===== src/rtl/dbg_seq_pkg.sv =====
package dbg_seq_pkg;
  localparam logic [7:0] OP_RD  = 8'h4A;
  localparam logic [7:0] OP_WR  = 8'h49;
  localparam logic [7:0] OP_IRD = 8'h1A;
  localparam logic [7:0] OP_IWR = 8'h19;
  localparam logic [7:0] OP_RSP = 8'h0C;
  localparam logic [7:0] OP_RUN = 8'h28;

  typedef enum logic [1:0] {S_RX, S_ECHO, S_DATA, S_WIN} seq_state_e;
  typedef enum logic [2:0] {K_NONE, K_RD, K_WR, K_IRD, K_IWR, K_RSP, K_RUN} op_kind_e;

  typedef struct packed {
    op_kind_e   kind;
    logic [1:0] last_idx;  // index of final command byte
    logic [1:0] nread;     // bytes returned
    logic       win;       // has end-of-command window
  } op_info_t;
endpackage


===== src/rtl/dbg_op_decode.sv =====
module dbg_op_decode
  import dbg_seq_pkg::*;
(
  input  logic [7:0] opcode_i,
  output op_info_t   info_o
);
  always_comb begin
    info_o = '{kind: K_NONE, last_idx: 2'd0, nread: 2'd0, win: 1'b0};
    case (opcode_i)
      OP_RD:  info_o = '{kind: K_RD,  last_idx: 2'd2, nread: 2'd1, win: 1'b1};
      OP_WR:  info_o = '{kind: K_WR,  last_idx: 2'd3, nread: 2'd0, win: 1'b1};
      OP_IRD: info_o = '{kind: K_IRD, last_idx: 2'd0, nread: 2'd2, win: 1'b1};
      OP_IWR: info_o = '{kind: K_IWR, last_idx: 2'd1, nread: 2'd0, win: 1'b1};
      OP_RSP: info_o = '{kind: K_RSP, last_idx: 2'd0, nread: 2'd2, win: 1'b1};
      OP_RUN: info_o = '{kind: K_RUN, last_idx: 2'd0, nread: 2'd0, win: 1'b1};
      default: ;
    endcase
  end
endmodule


===== src/rtl/dbg_tick_timer.sv =====
module dbg_tick_timer #(
  parameter int TW = 8
) (
  input  logic          clk_i,
  input  logic          rst_ni,
  input  logic          load_i,
  input  logic [TW-1:0] val_i,
  output logic          done_o
);
  logic [TW-1:0] cnt_q;

  always_ff @(posedge clk_i or negedge rst_ni) begin
    if (!rst_ni)              cnt_q <= '0;
    else if (load_i)          cnt_q <= val_i;
    else if (cnt_q != '0)     cnt_q <= cnt_q - 1'b1;
  end

  assign done_o = (cnt_q == '0);


  tmr_load_chk: assert property (@(posedge clk_i) disable iff (!rst_ni)
    load_i |=> cnt_q == $past(val_i));
endmodule


===== src/rtl/dbg_ptr_reg.sv =====
module dbg_ptr_reg #(
  parameter int AW = 16
) (
  input  logic          clk_i,
  input  logic          rst_ni,
  input  logic          load_i,
  input  logic [AW-1:0] val_i,
  input  logic          inc_i,
  input  logic [1:0]    step_i,
  output logic [AW-1:0] ptr_o
);
  always_ff @(posedge clk_i or negedge rst_ni) begin
    if (!rst_ni)     ptr_o <= '0;
    else if (load_i) ptr_o <= val_i;
    else if (inc_i)  ptr_o <= ptr_o + {{(AW-2){1'b0}}, step_i};
  end


  ptr_hold_chk: assert property (@(posedge clk_i) disable iff (!rst_ni)
    !load_i && !inc_i |=> $stable(ptr_o));
endmodule


===== src/rtl/dbg_cmd_seq.sv =====
module dbg_cmd_seq
  import dbg_seq_pkg::*;
#(
  parameter int BIT_CYCLES = 8,
  parameter int AW         = 16,
  parameter int DW         = 8
) (
  input  logic          clk_i,
  input  logic          rst_ni,
  input  logic          rx_valid_i,
  input  logic [DW-1:0] rx_data_i,
  input  logic          rx_break_i,
  output logic          tx_valid_o,
  output logic [DW-1:0] tx_data_o,
  input  logic [AW-1:0] sp_i,
  output logic          mem_req_o,
  output logic          mem_we_o,
  output logic [AW-1:0] mem_addr_o,
  output logic [DW-1:0] mem_wdata_o,
  input  logic [DW-1:0] mem_rdata_i,
  output logic          run_o
);
  localparam int ECHO_DLY = 2 * BIT_CYCLES;
  localparam int WIN_DLY  = 11 * BIT_CYCLES;
  localparam int TW       = $clog2(WIN_DLY + 1);
  localparam logic [TW-1:0] ECHO_LD = TW'(ECHO_DLY - 1);
  localparam logic [TW-1:0] WIN_LD  = TW'(WIN_DLY - 1);

  seq_state_e    state_q;
  logic [1:0]    idx_q, rd_idx_q;
  logic [DW-1:0] opcode_q, byte_q, wdata_q, data_q;
  logic [AW-1:0] addr_q, ptr;
  logic          rd_go_q, cap_q;

  op_info_t      info;
  logic          tmr_load, tmr_done;
  logic [TW-1:0] tmr_val;
  logic          rx_take, echo_fire, data_fire, commit, last_byte, more_rd;
  logic [AW-1:0] rd_addr;
  logic          ptr_load, ptr_inc;
  logic [1:0]    ptr_step;

  dbg_op_decode u_dec (.opcode_i(opcode_q), .info_o(info));

  dbg_tick_timer #(.TW(TW)) u_tmr (
    .clk_i, .rst_ni, .load_i(tmr_load), .val_i(tmr_val), .done_o(tmr_done)
  );

  dbg_ptr_reg #(.AW(AW)) u_ptr (
    .clk_i, .rst_ni, .load_i(ptr_load), .val_i(addr_q),
    .inc_i(ptr_inc), .step_i(ptr_step), .ptr_o(ptr)
  );

  assign rx_take   = (state_q == S_RX) && rx_valid_i && !rx_break_i;
  assign echo_fire = (state_q == S_ECHO) && tmr_done && !rx_break_i;
  assign data_fire = (state_q == S_DATA) && tmr_done && !rx_break_i;
  assign commit    = (state_q == S_WIN) && tmr_done && !rx_break_i;
  assign last_byte = (idx_q == info.last_idx);
  assign more_rd   = ({1'b0, rd_idx_q} + 3'd1) < {1'b0, info.nread};
  assign rd_addr   = (info.kind == K_RD) ? addr_q : ptr + {{(AW-2){1'b0}}, rd_idx_q};

  always_comb begin
    tmr_load = 1'b0;
    tmr_val  = ECHO_LD;
    if (rx_take) begin
      tmr_load = 1'b1;
    end else if (echo_fire && last_byte) begin
      if (info.nread != 2'd0) begin
        tmr_load = 1'b1;
      end else if (info.win) begin
        tmr_load = 1'b1;
        tmr_val  = WIN_LD;
      end
    end else if (data_fire) begin
      tmr_load = 1'b1;
      if (!more_rd) tmr_val = WIN_LD;
    end
  end

  always_ff @(posedge clk_i or negedge rst_ni) begin
    if (!rst_ni) begin
      state_q  <= S_RX;
      idx_q    <= '0;
      rd_idx_q <= '0;
      opcode_q <= '0;
      byte_q   <= '0;
      wdata_q  <= '0;
      data_q   <= '0;
      addr_q   <= '0;
      rd_go_q  <= 1'b0;
      cap_q    <= 1'b0;
    end else if (rx_break_i) begin
      state_q <= S_RX;
      idx_q   <= '0;
      rd_go_q <= 1'b0;
      cap_q   <= 1'b0;
    end else begin
      case (state_q)
        S_RX: if (rx_valid_i) begin
          byte_q  <= rx_data_i;
          state_q <= S_ECHO;
          case (idx_q)
            2'd0: opcode_q <= rx_data_i;
            2'd1: if (info.kind == K_IWR) wdata_q <= rx_data_i;
                  else addr_q[AW-1:AW-8] <= rx_data_i;
            2'd2: addr_q[7:0] <= rx_data_i;
            default: wdata_q <= rx_data_i;
          endcase
        end
        S_ECHO: if (tmr_done) begin
          if (!last_byte) begin
            idx_q   <= idx_q + 2'd1;
            state_q <= S_RX;
          end else begin
            idx_q <= '0;
            if (info.nread != 2'd0) begin
              state_q  <= S_DATA;
              rd_idx_q <= '0;
              rd_go_q  <= 1'b1;
            end else if (info.win) begin
              state_q <= S_WIN;
            end else begin
              state_q <= S_RX;
            end
          end
        end
        S_DATA: begin
          rd_go_q <= 1'b0;
          cap_q   <= rd_go_q && (info.kind != K_RSP);
          if (cap_q) data_q <= mem_rdata_i;
          if (tmr_done) begin
            if (more_rd) begin
              rd_idx_q <= rd_idx_q + 2'd1;
              rd_go_q  <= 1'b1;
            end else begin
              state_q <= S_WIN;
            end
          end
        end
        default: if (tmr_done) state_q <= S_RX;
      endcase
    end
  end

  assign ptr_load = commit && (info.kind == K_RD || info.kind == K_WR);
  assign ptr_inc  = commit && (info.kind == K_IRD || info.kind == K_IWR);
  assign ptr_step = (info.kind == K_IRD) ? 2'd2 : 2'd1;

  assign tx_valid_o = echo_fire || data_fire;
  always_comb begin
    if (state_q == S_ECHO)     tx_data_o = byte_q;
    else if (info.kind == K_RSP) tx_data_o = (rd_idx_q == 2'd0) ? sp_i[AW-1:AW-8] : sp_i[7:0];
    else                       tx_data_o = data_q;
  end

  assign mem_we_o    = commit && (info.kind == K_WR || info.kind == K_IWR);
  assign mem_req_o   = mem_we_o ||
                       ((state_q == S_DATA) && rd_go_q && (info.kind != K_RSP) && !rx_break_i);
  assign mem_addr_o  = (state_q == S_WIN) ? ((info.kind == K_WR) ? addr_q : ptr) : rd_addr;
  assign mem_wdata_o = wdata_q;
  assign run_o       = commit && (info.kind == K_RUN);


  echo_gap_chk: assert property (@(posedge clk_i) disable iff (!rst_ni)
    rx_take |=> !tx_valid_o);

  brk_no_write_chk: assert property (@(posedge clk_i) disable iff (!rst_ni)
    rx_break_i |-> !(mem_req_o && mem_we_o) && !run_o && !tx_valid_o);

  brk_idle_chk: assert property (@(posedge clk_i) disable iff (!rst_ni)
    rx_break_i |=> (state_q == S_RX) && (idx_q == 2'd0));

  run_pulse_chk: assert property (@(posedge clk_i) disable iff (!rst_ni)
    run_o |=> !run_o);

  commit_excl_chk: assert property (@(posedge clk_i) disable iff (!rst_ni)
    $onehot0({tx_valid_o, run_o, mem_we_o}));

  rx_ignore_chk: assert property (@(posedge clk_i) disable iff (!rst_ni)
    (state_q != S_RX) && rx_valid_i && !rx_break_i |=> $stable(byte_q));
endmodule


===== config.mk =====
export PLATFORM = sky130hd
export DESIGN_NAME = dbg_cmd_seq
export DESIGN_NICKNAME = d
export VERILOG_FILES = /design/src/rtl/dbg_seq_pkg.sv /design/src/rtl/dbg_op_decode.sv /design/src/rtl/dbg_tick_timer.sv /design/src/rtl/dbg_ptr_reg.sv /design/src/rtl/dbg_cmd_seq.sv
export SDC_FILE = /design/constraint.sdc
export NUM_CORES = 1
export LEC_CHECK = 0
export CORE_MARGIN = 4
export CORE_UTILIZATION = 45
export DETAILED_ROUTE_END_ITERATION = 7
export GPL_TIMING_DRIVEN = 0
export PLACE_DENSITY_LB_ADDON = 0.05
export SLEW_MARGIN = 40
export SYNTH_ARGS = -nofsm -noshare
export SYNTH_HDL_FRONTEND = slang
export SYNTH_SLANG_ARGS = --single-unit

===== constraint.sdc =====
create_clock -name clk_i -period 2.8 [get_ports clk_i]
set_clock_uncertainty 0.2 [all_clocks]
set_input_delay 0.56 -clock clk_i [delete_from_list [all_inputs] [get_ports clk_i]]
set_output_delay 0.56 -clock clk_i [all_outputs]
set_load 0.01 [all_outputs]

### Word level (Yosys, flattened, before mapping)

Cells that the tools add are included.

| storage, ports and cells | value |
|---|---|
| logic and storage cells | 156 |
| bits in writable memories | 0 |
| memories | 0 |
| bits of input ports | 36 |
| bits in read-only memories | 0 |
| flip-flop bits (word level) | 79 |
| output and inout bits | 36 |
| bits in latches | 0 |

| operators by class | value |
|---|---|
| equality and inequality tests | 31 |
| add/subtract/negate cells | 6 |
| reductions and logical operators | 48 |
| magnitude comparators | 1 |
| div/mod/pow operators | 0 |
| multiplexer cells | 54 |
| shift operators | 0 |
| bitwise logic cells | 3 |
| multiply operators | 0 |

Operator list:

| kind | count |
|---|---|
| 16-bit 2-to-1 mux | 5 |
| 7-bit 2-to-1 mux | 8 |
| 8-bit one-hot mux with 6 select lines | 1 |
| 2-bit 2-to-1 mux | 19 |
| 16-bit by 2-bit adder with 16-bit output | 2 |
| 8-bit 2-to-1 mux | 4 |
| 3-bit != test, second input constant | 7 |
| 1-bit logical AND | 17 |
| 8-bit by 5-bit == test with 1-bit output, second input constant | 2 |
| 8-bit by 7-bit == test with 1-bit output, second input constant | 2 |
| 8-bit one-hot mux with 2 select lines | 1 |
| 5-bit AND reduction | 3 |
| 2-bit nonzero test | 7 |
| 1-bit 2-to-1 mux | 13 |
| 2-bit != test, second input constant | 6 |
| 4-bit AND reduction | 3 |
| 3-bit == test, second input constant | 3 |
| 8-bit by 4-bit == test with 1-bit output, second input constant | 1 |
| 8-bit by 6-bit == test with 1-bit output, second input constant | 1 |
| 7-bit zero test | 1 |
| 7-bit AND reduction | 1 |
| 7-bit nonzero test | 1 |
| 7-bit by 1-bit subtractor with 7-bit output, second input constant | 1 |
| 2-bit == test, second input constant | 3 |
| 18 further kinds | 31 |

### Longest topological paths before layout

Gate-level depths: netlist (run 1).

| depth | value |
|---|---|
| depth in word-level cells | 8 |
| depth in mapped cells | 11 |
| depth with buffers taken out | 11 |

### Cells and area by module

From an unflattened synthesis (run 1), not the netlist that was laid out.

| unflattened totals | value |
|---|---|
| cells, all modules | 575 |
| area, all modules | 5242.5 um2 |

Modules (own cells, without submodules):

| module | instances | sequential area each (um2) | area each (um2) | cells each |
|---|---|---|---|---|
| dbg_cmd_seq | 1 | 1401.3 | 3629.7 | 398 |
| dbg_ptr_reg | 1 | 400.4 | 1001.0 | 107 |
| dbg_tick_timer | 1 | 175.2 | 434.2 | 43 |
| dbg_op_decode | 1 | 0.0 | 177.7 | 27 |

### Worst setup path after synthesis (run 1)

OpenSTA, ideal clock, no wires.

| path | value |
|---|---|
| path type | register to output |
| start point | register rd_idx_q[0] |
| end point | output mem_addr_o[10] |
| path slack | -0.248 ns |
| cell stages (with the launch flop) | 10 |
| data required time | 2.040 ns |
| path buffers | 1 |
| arrival time | 2.288 ns |
| path through | dfrtp_1 -> ha_1 -> inv_1 -> fa_1 -> or3_1 -> clkbuf_1 -> or3_1 -> nand3_1 -> o21ai_0 -> o21ai_0 |

| between the ends | value |
|---|---|
| longest elaborated chain between the ends | 3 |

Ends and longest elaborated chain:

| item | RTL line | text |
|---|---|---|
| start, declared | dbg_cmd_seq.sv:30 | `logic [1:0] idx_q, rd_idx_q;` |
| start signal, assigned | dbg_cmd_seq.sv:133 | `rd_idx_q <= rd_idx_q + 2'd1;` |
| 16-bit by 2-bit adder with 16-bit output | dbg_cmd_seq.sv:60 | `assign rd_addr = (info.kind == K_RD) ? addr_q : ptr + {{(AW-2){1'b0}}, rd_idx_q};` |
| 16-bit 2-to-1 mux | dbg_cmd_seq.sv:60 |  |
| 16-bit 2-to-1 mux | dbg_cmd_seq.sv:159 | `assign mem_addr_o = (state_q == S_WIN) ? ((info.kind == K_WR) ? addr_q : ptr) : rd_addr;` |
| end, declared | dbg_cmd_seq.sv:18 | `output logic [AW-1:0] mem_addr_o,` |

Every way passes these cells.

### Final worst setup path (run 1)

| path | value |
|---|---|
| start point | register u_ptr.ptr_o[0] |
| end point | output mem_addr_o[14] |

| between the ends | value |
|---|---|
| longest elaborated chain between the ends | 3 |

Ends and longest elaborated chain:

| item | RTL line | text |
|---|---|---|
| start, declared | dbg_ptr_reg.sv:10 | `output logic [AW-1:0] ptr_o` |
| start signal, assigned | dbg_ptr_reg.sv:14 | `else if (load_i) ptr_o <= val_i;` |
| start signal, assigned | dbg_ptr_reg.sv:15 | `else if (inc_i) ptr_o <= ptr_o + {{(AW-2){1'b0}}, step_i};` |
| 16-bit by 2-bit adder with 16-bit output | dbg_cmd_seq.sv:60 |  |
| 16-bit 2-to-1 mux | dbg_cmd_seq.sv:60 |  |
| 16-bit 2-to-1 mux | dbg_cmd_seq.sv:159 |  |

Every way passes these cells.

==> results of run 1 <==
-- registers in the layout, indices dropped and copies added, names as in the netlist, 7 cells and up --
signal / count
mem_wdata_o: 8
data_q: 8
u_tmr.cnt_q: 7
opcode_q: 8
u_ptr.ptr_o: 16
addr_q: 16
byte_q: 8
-- cells by family (layout without fill, tap and decap cells) --
kind of cell | count (synthesis) | count (layout) | share of synthesized area (%)
flops | 79 | 79 | 38.6
simple gates | 203 | 203 | 20.0
mux | 68 | 68 | 14.6
fa+ha+maj | 17 | 17 | 4.59
xor+xnor | 11 | 11 | 1.88
buf+inv | 47 | 190 | 3.95
compound gates | 143 | 143 | 16.4
-- Yosys cell counts, types with 10 or more instances --
master / count
nand2_1: 88
a21oi_1: 44
nand3_1: 19
ha_1: 14
or3_1: 15
dfrtp_1: 79
o21ai_0: 63
nor3_1: 10
mux2i_1: 15
clkbuf_1: 19
nor2_1: 36
mux2_2: 51
inv_1: 18
-- cell type report --
| cell class | instances | area [um^2] |
|---|---|---|
| timing repair buffer | 134 | 1250 |
| tap | 140 | 175 |
| buffer | 22 | 200 |
| clock inverter | 7 | 62.6 |
| fill | 853 | 3490 |
| multi-input combinational | 442 | 3520 |
| inverter | 18 | 70.1 |
| clock buffer | 9 | 225 |
| sequential | 79 | 1990 |
-- metal layers --
| metal | track usage, % | wire, um | up-vias |
|---|---|---|---|
| li1 | - | - | 2317 |
| met1 | 34.5 | 7140 | 2499 |
| met2 | 39.4 | 8240 | 218 |
| met3 | 4.76 | 1090 | 33 |
| met5 | 0 | 0 | - |
| met4 | 6.42 | 299 | 0 |
-- per-stage QoR --
| step | cell area, um^2 | setup WS [ps] | hold WS [ps] | utilization (%) | cells |
|---|---|---|---|---|---|
| CTS | 6890 | -449 | 284 | 62.7 | 828 |
| global route | 7490 | -492 | 313 | 68.2 | 851 |
| detailed placement | 6080 | -829 | 250 | 55.4 | 780 |
| global placement | 6050 | -1990 | 267 | 55.1 | 779 |
| finish | 7490 | -408 | 278 | 68.2 | 851 |
| floorplan | 5170 | -104 | 64.4 | - | 568 |
-- path summary, 6_finish.rpt --
| check | from | to | slack (ps) | cells past startpoint |
|---|---|---|---|---|
| min | byte_q[5] | byte_q[5] | 280 | 2 |
| max in group asynchronous | rst_ni | opcode_q[7] | 1360 | 3 |
| max | u_ptr.ptr_o[0] | mem_addr_o[14] | -410 | 9 |
| min reg2reg | byte_q[5] | byte_q[5] | 280 | 2 |
| max reg2reg | opcode_q[1] | u_tmr.cnt_q[3] | -200 | 10 |
| min in group asynchronous | rst_ni | u_tmr.cnt_q[0] | 460 | 2 |
-- power by group through the flow --
| stage | combinational [uW] | clock [uW] | sequential, uW |
|---|---|---|---|
| 6_report | 1370 | 1140 | 1540 |
| 5_1_grt | 1510 | 1230 | 1560 |
| 4_1_cts | 1230 | 1170 | 1520 |
| 3_5_place_dp | 1010 | 0 | 1530 |
| 3_3_place_gp | 981 | 0 | 1520 |
| 2_1_floorplan | 659 | 0 | 1480 |
-- worst register-to-register path, stage by stage (launching register included) --
cell,delay (ps)
dfrtp_2,450
nor4_4,300
nand4b_1,180
clkbuf_8,190
buf_8,120
nor2b_4,120
fa_1,450
a31o_4,260
and3_4,170
o211ai_1,300
a21boi_2,210
-- timing repair --
| action | CTS | global route |
|---|---|---|
| setup buffers | 34 | 24 |
| hold buffers | 1 | 0 |
| endpoints found under the setup margin | 52 | 55 |
| pin swaps | 32 | 56 |
| resized for setup | 216 | 135 |
| hold endpoints to repair | 26 | 0 |
| gates cloned | 2 | 4 |
==> flow_metrics.tcl, run 1 <==
set metrics [dict create \
    cts_tree "yes" \
    synth_warnings 0 \
    syn_to_final_growth_pct 46.1 \
    crit_chain "ha_4, inv_2, fa_2, or3_4, or3_1, nand3_1, o21ai_1, o21ai_1, buf_2" \
    root_buffer "clkbuf_16" \
    drt_iter0_drc 312 \
    synth_flop_cell "dfrtp_1" \
    synth_nets 621 \
    power_uw 4060 \
    grt_pass1_wl_mm 25.5 \
    clkPwrFrac_pct 28.1 \
    startpoint_type "flip-flop" \
    cp_max_fo 7 \
    cp-end-kind "output pin" \
    pwr-share-seq_pct 38.0 \
    switching_power_uw 1430 \
    max_stage_delay_ps 390 \
    p_leak_uw 0.00341 \
    min_period_ps 3210 \
    final_cell_mix "nand2_1, dfrtp_1, mux2_2" \
    antenna_cells 0 \
    clk_latency_ps 340 \
    antenna_found_initial 0 \
    relSlewSlack_pct 50.4 \
    clkTransAtPathRegs_ps 70 \
    drive_gt1_share_pct 41.9 \
    synth-edff-count 0 \
    period_share_pct 115 \
    violations "negative setup slack" \
    finalHoldViolations 0 \
    crit_slowest_cell "dfrtp_1" \
    setup-violations-final 46 \
    fin_ws_ps -408 \
    firstDrtPassIters 5 \
    grtUsageTotal_pct 24.6 \
    grt-ovfl-total 0 \
    crit_path_frequent_cell "o21ai_1" \
    critPathTopFamily "simple AND/OR/NAND/NOR gates" \
    maxCapViolations 0 \
    vias_per_cell 5.95 \
    routed_wirelength_mm 16.8 \
    portBuffers 71 \
    drc 0 \
    p_sw_share_pct 35.3 \
    hold_class "reg2reg" \
    syn-cell-area_um2 5120 \
    p_comb_share_pct 33.9 \
    seq_area_frac_synth_pct 38.6 \
    wl_per_cell_um 19.7 \
    core_um2 11000 \
    tightest_slew_ps 743 \
    power.internal_uw 2620 \
    clockBufferDepth 2 \
    drv_slew 0 \
    timing.setup.tns_ps -7140 \
    clock_sinks 79 \
    rows 38 \
    netlist_top_cells_area "dfrtp_1, mux2_2, nand2_1" \
    grt_start_max_net_pins 54 \
    synth_area_leader_cell "dfrtp_1" \
    fmax_mhz 312 \
    critPathKind "reg2out" \
    detail-route-antenna-nets 0 \
    ys_seq_elements 79 \
    final_common_cell "nand2_1" \
    status "complete, but fails checks" \
    die_area_um2 13200 \
    grt_pass1_vias 4940 \
    htree_levels 3 \
    initial_core_util_pct 46.7 \
    fp.dieW_um 115 \
    power_per_cell_area_nw_per_um2 541 \
    required_ps 2040 \
    ys_types 59 \
    vdd_drop_max_v 0.000486 \
    netlist_instances 568 \
    die_height_um 115 \
    syn_area_per_cell_um2 9.02 \
    cts-buffers-inserted 9 \
    globalplace.congestion 0.865 \
    path_buf_inv 2 \
    ios 72 \
    rsz0062_at_grt "true" \
    arrival_ps 2450 \
    place_hpwl_mm 10.5 \
    nNetsFinal 759 \
    synth_top_area_share_pct 38.6 \
    route.vias.total 5067 \
    synthArstFlopShare_pct 100 \
]
No activity file was read; power rests on OpenSTA's default activity.
==> inputs of run 2 (changes only) <==
Settings changed: SLEW_MARGIN 40 to not set.
==> flow_metrics.tcl, run 2 (synthesized netlist as in run 1, its figures left out) <==
set metrics [dict create \
    status "complete, but fails checks" \
    violations "negative setup slack" \
    drt_iter0_drc 391 \
    final_cell_mix "nand2_1, dfrtp_1, mux2_2" \
    die_height_um 115 \
    ios 72 \
    fp.dieW_um 115 \
    syn_to_final_growth_pct 45.2 \
    fmax_mhz 311 \
    period_share_pct 115 \
    min_period_ps 3210 \
    post-route-util_pct 67.8 \
    clk_latency_ps 340 \
    grt_pass1_vias 4946 \
    maxCapViolations 0 \
    p_leak_uw 0.00339 \
    hold_path_end "byte_q[5]" \
    firstDrtPassIters 5 \
    power_per_cell_area_nw_per_um2 545 \
    nNetsFinal 757 \
    finalHoldViolations 0 \
    whs_path_depth 2 \
    tightest_slew_ps 745 \
    vias_per_cell 5.89 \
    route.vias.total 4997 \
    clockBufferDepth 2 \
    antenna_cells 0 \
    grt_pass1_wl_mm 25.5 \
    drc 0 \
    p_comb_share_pct 33.9 \
    detail-route-antenna-nets 0 \
    cts-buffers-inserted 9 \
    clkTransAtPathRegs_ps 70 \
    wl_per_cell_um 19.6 \
    nFillCells 860 \
    core_um2 11000 \
    arrival_ps 2450 \
    reg2reg_depth 10 \
    rows 38 \
    grt_start_max_net_pins 54 \
    grt-ovfl-total 0 \
    globalplace.congestion 0.865 \
    critPathKind "reg2out" \
    antenna_found_initial 0 \
    initial_core_util_pct 46.7 \
    power.internal_uw 2620 \
    hold_class "reg2reg" \
    vdd_drop_max_v 0.000486 \
    place_hpwl_mm 10.5 \
    clkPwrFrac_pct 28.2 \
    whs_ps 278 \
    grtUsageTotal_pct 24.6 \
    r2r_setup_slack_ps -200 \
    relSlewSlack_pct 50.3 \
    setup-violations-final 44 \
    cts_tree "yes" \
    die_area_um2 13200 \
    routed_wirelength_mm 16.6 \
    htree_levels 3 \
    fin_ws_ps -411 \
    root_buffer "clkbuf_16" \
    drive_gt1_share_pct 41.0 \
    portBuffers 71 \
    min-delay-start "byte_q[5]" \
    startpoint_type "flip-flop" \
    required_ps 2040 \
    worstReg2RegEnd "u_tmr.cnt_q[3]" \
    switching_power_uw 1440 \
    top_regs "addr_q: 16 flops, u_ptr.ptr_o: 16 flops" \
    rsz0062_at_grt "true" \
    p_sw_share_pct 35.4 \
    reg2reg_from "opcode_q[1]" \
    final_common_cell "nand2_1" \
    pwr-share-seq_pct 37.9 \
    clock_sinks 79 \
    drv_slew 0 \
    cp-end-kind "output pin" \
    dpl_worst_slack_ps -829 \
    cp_max_fo 7 \
]
## run 2: changes by cell type in the layout (fill, tap and decap cells not counted)
cell / delta
buf_4: -2
nand2_4: -2
a21oi_1: +1
a21oi_2: -1
nand2_1: +1
nand2_2: +1
o21ai_0: +1
o21ai_2: -1
o22ai_1: +1
o22ai_2: -1
or3_1: +1
or3_4: -1
## run 2: metrics by stage
step                      setup TNS (ps)  total power (uW)  std cells  cell area (um^2)
after floorplan                     -312              2140        568              5170
after global placement           -177140              2500        779              6050
after detailed placement          -22070              2540        780              6080
after CTS                          -7450              3910        828              6880
after global routing              -11600              4300        849              7440
final                              -7040              4060        849              7440
## run 2: cell type report
class / instances / area [um^2] / share of cell area, %
Buffer: 22 / 204 / 2.74
Clock buffer: 9 / 225 / 3.03
Clock inverter: 7 / 62.6 / 0.840
Inverter: 18 / 70.1 / 0.941
Multi-Input combinational cell: 442 / 3490 / 46.9
Sequential cell: 79 / 1990 / 26.7
Tap cell: 140 / 175 / 2.35
Timing Repair Buffer: 132 / 1230 / 16.5
## run 2: worst max-delay path: stages (launching register included)
cell and delay [ps]:
dfrtp_1 390, ha_4 160, inv_2 40, fa_2 360
or3_4 390, or3_1 320, nand3_1 90, o21ai_1 80
o21ai_1 130, buf_2 150
## run 2: power groups by stage
stage          combinational, uW  sequential, uW  clock, uW
3_5_place_dp                1010            1530          0
5_1_grt                     1500            1560       1230
4_1_cts                     1230            1520       1170
3_3_place_gp                 981            1520          0
2_1_floorplan                659            1480          0
6_report                    1380            1540       1150
## run 2: metal layers
layer | track usage (%) | up-vias | routed length [um]
met3 | 4.76 | 25 | 1060
met5 | 0 | - | 0
met2 | 39.4 | 188 | 8170
li1 | - | 2317 | -
met4 | 6.42 | 0 | 247
met1 | 34.4 | 2467 | 7160
## run 2: worst max-delay path by stage
stage	start	endpoint	slack, ps
6_report	u_ptr.ptr_o[0]	mem_addr_o[12]	-410
5_1_grt	u_ptr.ptr_o[6]	mem_addr_o[11]	-500
4_1_cts	u_ptr.ptr_o[0]	mem_addr_o[14]	-450
3_5_place_dp	rd_idx_q[0]	mem_addr_o[14]	-830
3_3_place_gp	rst_ni	mem_wdata_o[4]	-1990
2_1_floorplan	rd_idx_q[0]	mem_addr_o[10]	-100
## run 2: what timing repair did
action / CTS / global route
gates resized for setup: 216 / 128
hold buffers: 1 / 0
setup buffers: 34 / 22
pin swaps: 32 / 56
endpoints found under the setup margin: 52 / 55
endpoints found under the hold margin: 26 / 0
gates cloned: 2 / 4
==> inputs of run 3 (changes only) <==
Settings changed: SLEW_MARGIN set to 20.
==> results of run 3 <==
No change in the layout: final DEF, timing and power equal those of run 2.
